<file path="src/rtl/ldst_align.sv">
module ldst_align (
  input  logic        clk,
  input  logic        rst_n,
  input  logic        req_valid,
  input  logic [3:0]  op,
  input  logic [31:0] base,
  input  logic [15:0] offset,
  input  logic [31:0] old_rd,
  input  logic [31:0] rdata,
  input  logic        big_end,
  output logic [31:0] mem_addr,
  output logic [3:0]  mem_be,
  output logic        mem_rd,
  output logic        mem_wr,
  output logic        addr_err,
  output logic        wb_valid,
  output logic [31:0] wb_data
);
  localparam logic [3:0] OP_LB = 4'd0, OP_LBU = 4'd1, OP_LH = 4'd2, OP_LHU = 4'd3,
                         OP_LW = 4'd4, OP_LWL = 4'd5, OP_LWR = 4'd6,
                         OP_SB = 4'd8, OP_SH = 4'd9, OP_SW = 4'd10;

  logic [31:0] ea;
  logic [1:0]  a, s;
  logic        is_ld, is_st, sz_b, sz_h, sz_w, mis;
  logic [3:0]  be_raw;

  assign ea    = base + {{16{offset[15]}}, offset};
  assign a     = ea[1:0];
  assign is_ld = op inside {OP_LB, OP_LBU, OP_LH, OP_LHU, OP_LW, OP_LWL, OP_LWR};
  assign is_st = op inside {OP_SB, OP_SH, OP_SW};
  assign sz_b  = op inside {OP_LB, OP_LBU, OP_SB};
  assign sz_h  = op inside {OP_LH, OP_LHU, OP_SH};
  assign sz_w  = op inside {OP_LW, OP_SW};
  assign mis   = (sz_w && a != 2'b00) || (sz_h && a[0]);
  assign s     = big_end ? a : ~a;

  always_comb begin
    be_raw = 4'b0000;
    if (sz_b)              be_raw = 4'b0001 << (big_end ? ~a : a);
    else if (sz_h)         be_raw = (big_end ^ a[1]) ? 4'b1100 : 4'b0011;
    else if (sz_w)         be_raw = 4'b1111;
    else if (op == OP_LWL) be_raw = 4'b1111 >> s;
    else if (op == OP_LWR) be_raw = 4'b1111 << ~s;
  end

  assign addr_err = req_valid && (is_ld || is_st) && mis;
  assign mem_rd   = req_valid && is_ld && !mis;
  assign mem_wr   = req_valid && is_st && !mis;
  assign mem_be   = (mem_rd || mem_wr) ? be_raw : 4'b0000;
  assign mem_addr = {ea[31:2], 2'b00};

  logic [3:0]  q_op;
  logic [1:0]  q_a;
  logic        q_big;
  logic [31:0] q_old;

  always_ff @(posedge clk or negedge rst_n) begin
    if (!rst_n) begin
      wb_valid <= 1'b0;
      q_op     <= '0;
      q_a      <= '0;
      q_big    <= 1'b0;
      q_old    <= '0;
    end else begin
      wb_valid <= mem_rd;
      if (mem_rd) begin
        q_op  <= op;
        q_a   <= a;
        q_big <= big_end;
        q_old <= old_rd;
      end
    end
  end

  logic [1:0]  ql, qs;
  logic [7:0]  bsel;
  logic [15:0] hsel;

  assign ql   = q_big ? ~q_a : q_a;
  assign bsel = 8'(rdata >> {ql, 3'b000});
  assign hsel = (q_big ^ q_a[1]) ? rdata[31:16] : rdata[15:0];
  assign qs   = q_big ? q_a : ~q_a;

  always_comb begin
    case (q_op)
      OP_LB:   wb_data = {{24{bsel[7]}}, bsel};
      OP_LBU:  wb_data = {24'b0, bsel};
      OP_LH:   wb_data = {{16{hsel[15]}}, hsel};
      OP_LHU:  wb_data = {16'b0, hsel};
      OP_LWL:  wb_data = (rdata << {qs, 3'b000}) |
                         (q_old & ~(32'hFFFF_FFFF << {qs, 3'b000}));
      OP_LWR:  wb_data = (rdata >> {~qs, 3'b000}) |
                         (q_old & ~(32'hFFFF_FFFF >> {~qs, 3'b000}));
      default: wb_data = rdata;
    endcase
  end
endmodule


</file>
<file path="config.mk">
export PLATFORM = sky130hd
export DESIGN_NAME = ldst_align
export DESIGN_NICKNAME = d
export VERILOG_FILES = /design/src/rtl/ldst_align.sv
export SDC_FILE = /design/constraint.sdc
export NUM_CORES = 1
export LEC_CHECK = 0
export BUFFER_PORTS_ARGS = -buffer_cell sky130_fd_sc_hd__buf_2
export CAP_MARGIN = 20
export CORE_ASPECT_RATIO = 1.4
export CORE_MARGIN = 8
export CORE_UTILIZATION = 50
export CTS_CLUSTER_SIZE = 8
export DETAILED_ROUTE_END_ITERATION = 16
export GPL_TIMING_DRIVEN = 0
export PLACE_DENSITY = 0.83
export SETUP_SLACK_MARGIN = 0.2
export SLEW_MARGIN = 20
export SYNTH_ARGS = -nofsm -noshare
export SYNTH_HDL_FRONTEND = slang
export SYNTH_SLANG_ARGS = --single-unit
</file>
<file path="constraint.sdc">
create_clock -name clk -period 3.3 [get_ports clk]
set_input_delay 0.165 -clock clk [delete_from_list [all_inputs] [get_ports clk]]
set_output_delay 0.165 -clock clk [all_outputs]
set_load 0.05 [all_outputs]
</file>
==> impl_metrics.json <==
{
  "hold_path_class": "in -> async",
  "wl_per_cell_um": 19.0,
  "grt_setup_unrepaired": "false",
  "wl_met3_um": 1770,
  "internal_power_w": 0.00242,
  "syn_to_final_growth_pct": 27.1,
  "antenna_left": 0,
  "relSlewSlack_pct": 39.6,
  "drt_first_pass_iters": 8,
  "drive_gt1_share_pct": 34.9,
  "clock_sinks": 40,
  "synth_edf_count": 0,
  "grt_pass1_vias": 6337,
  "setup_viol": 0,
  "synthArstFlopShare_pct": 100,
  "vdd_ir_drop_max_mv": 0.344,
  "die_x_um": 106,
  "ioPinCount": 192,
  "endpoint": "wb_data[21]",
  "setup_tns_ns": 0,
  "combPwrFrac_pct": 73.8,
  "track_usage_pct": 25.8,
  "fin_crit_ns": 3.02,
  "cts_buffers": 5,
  "antenna_found_initial": 3,
  "syn_area_sq_um": 5630,
  "drc": 0,
  "crit_path_start": "q_big",
  "synth-seq-cells": 40,
  "crit_type": "reg -> out",
  "seq_power_share_pct": 12.9,
  "start_util_pct": 50.5,
  "p_switching_w": 0.00292,
  "wl_met1_um": 7430,
  "timing.max_cap.violations": 0,
  "power.density_nw_per_um2": 746,
  "ys_types": 62,
  "grt_max_degree": 41,
  "synthCells": 723,
  "synth_top_area_share_pct": 17.8,
  "outcome": "finished clean",
  "routed_via_density": 6.02,
  "dp_hpwl_um": 16000,
  "switching_share_pct": 54.7,
  "place.port_buffers": 186,
  "fin_ws_ns": 0.282,
  "core_region_area_sq_um": 11200,
  "dr.first_iter.drc_count": 402,
  "cp_max_fo": 10,
  "leakage_nw": 3.43,
  "globalplace.congestion": 1.02,
  "worstMarginPinSlew_ns": 0.906,
  "finalCritPeriodShare_pct": 91.5,
  "layout_common_cells": "buf_2 (186), nand2_1 (91), a21oi_1 (82)",
  "grt_pass1_wl_um": 31600,
  "seq_area_frac_synth_pct": 17.8,
  "cts_buffer_depth": 2,
  "clkPwrFrac_pct": 13.4,
  "wirelength_um": 20400,
  "cts.clk_slew.worst_paths_ns": 0.06,
  "yosys.area.top_type": "dfrtp_1",
  "design.die.area_sq_um": 15000,
  "reg2reg_to": "q_op[3]",
  "wl_met2_um": 10300,
  "final_common_cell": "buf_2",
  "netlist_top_cells_area": "dfrtp_1 (18%), mux2_2 (8.6%), a21oi_1 (7.5%)",
  "nets": 1077,
  "hold_viol": 0,
  "clock_skew_ns": 0,
  "r2r_start": "q_op[3]",
  "postSynthAreaPerCell_sq_um": 7.79,
  "arrival_ns": 2.85,
  "p_total_w": 0.00534,
  "ys_warn_count": 0,
  "final_util_pct": 64.1,
  "die_h_um": 142,
  "cts_tree": "yes",
  "h-tree-depth": 2,
  "required_ns": 3.13,
  "rrSetupSlack_ns": 2.35,
  "crit_path_end_kind": "primary output",
  "highest_layer": "met5",
  "report.final.slew_viol_count": 0,
  "clock_latency_ns": 0.29,
  "clock.fmax_mhz": 331,
  "reg2reg_depth": 2,
  "std_cell_rows": 46,
  "critPathLaunchType": "flip-flop",
  "vias": 6451,
  "cts-root-buf": "clkbuf_16",
  "ys.flop_type": "dfrtp_1",
  "place_ws_ns": 0.0621,
  "grt_overflow_total": 0
}
[synth_stat cells (20+ instances only)]
| library cell | count |
|---|---|
| clkbuf_1 | 38 |
| mux2_2 | 43 |
| a21oi_1 | 84 |
| o21ai_0 | 47 |
| nand2_1 | 93 |
| dfrtp_1 | 40 |
| ha_1 | 31 |
| a22oi_1 | 20 |
| xnor2_1 | 26 |
| buf_4 | 34 |
| mux2i_1 | 28 |
| nor2_1 | 52 |
[layer usage]
metal,vias up,global-route usage (%)
met4,6,12.6
li1,3023,-
met3,70,5.31
met5,-,0
met1,2969,27.8
met2,383,46.5
[stage by stage]
| stage | hold WS, ns | area (sq um) | instances |
|---|---|---|---|
| 3_5_place_dp | 0.345 | 6750 | 1054 |
| 6_report | 0.00399 | 7160 | 1071 |
| 2_1_floorplan | -0.131 | 5640 | 724 |
| 5_1_grt | 0.0769 | 7160 | 1070 |
| 4_1_cts | 0.0408 | 7050 | 1066 |
| 3_3_place_gp | 0.336 | 6750 | 1054 |
[power groups by stage]
stage | Clock, W | Combinational [W] | Sequential, W
finish | 0.000713 | 0.00394 | 0.000687
global route | 0.000740 | 0.00415 | 0.000697
CTS | 0.000717 | 0.00381 | 0.000679
detailed placement | 0 | 0.00372 | 0.000686
global placement | 0 | 0.00370 | 0.000681
floorplan | 0 | 0.00286 | 0.000652
[how the worst min path moves through the flow]
| stage | endpoint | cells after the start | slack, ns |
|---|---|---|---|
| 5_1_grt | q_old[29] | 1 | 0.08 |
| 3_5_place_dp | q_old[29] | 1 | 0.35 |
| 4_1_cts | q_old[29] | 1 | 0.04 |
| 2_1_floorplan | q_a[0] | 0 | -0.13 |
| 6_report | q_old[29] | 1 | 0.004 |
| 3_3_place_gp | q_old[29] | 1 | 0.34 |
[logic make-up (layout without fill, tap and decap cells)]
family	after synthesis	after routing	share of synthesized area, %
XOR/XNOR	38	38	6.24
buffers and inverters	97	299	9.02
AO/OA/AOI/OAI	242	242	27.5
adder cells (fa/ha/maj)	32	32	7.24
multiplexers	80	80	17.3
flip-flops	40	40	17.8
AND/OR/NAND/NOR	193	193	14.8
other	1	3	0.0666
[layout make-up]
type | count | area [sq um]
Clock buffer | 5 | 125
Sequential cell | 40 | 1000
Timing Repair Buffer | 194 | 1020
Tap cell | 144 | 180
Fill cell | 1008 | 4000
Multi-Input combinational cell | 587 | 4220
Buffer | 82 | 468
Inverter | 15 | 56.3
Antenna cell | 1 | 2.50
Clock inverter | 3 | 90.1
[worst max-delay path, stage by stage, from the launching register on]
cell and delay [ns]:
dfrtp_1 0.36, buf_4 0.20, xnor2_4 0.21, mux4_2 0.58, nor2_1 0.11, nor3_1 0.07, a311oi_4 0.31, o31a_4 0.25
buf_6 0.17, a21oi_1 0.09, buf_2 0.22
[what timing repair did]
item,4_1_cts,5_1_grt
hold buffers,0,0
endpoints found under the setup margin,36,32
gates resized for setup,12,30
buffers inserted,4,4
pin swaps,2,2
[sequential cells by signal (all words and copies together), names as in the netlist]
name,flops
q_a,2
q_old,32
wb_valid,1
q_op,4
q_big,1
(Power assumes the default switching activity.)
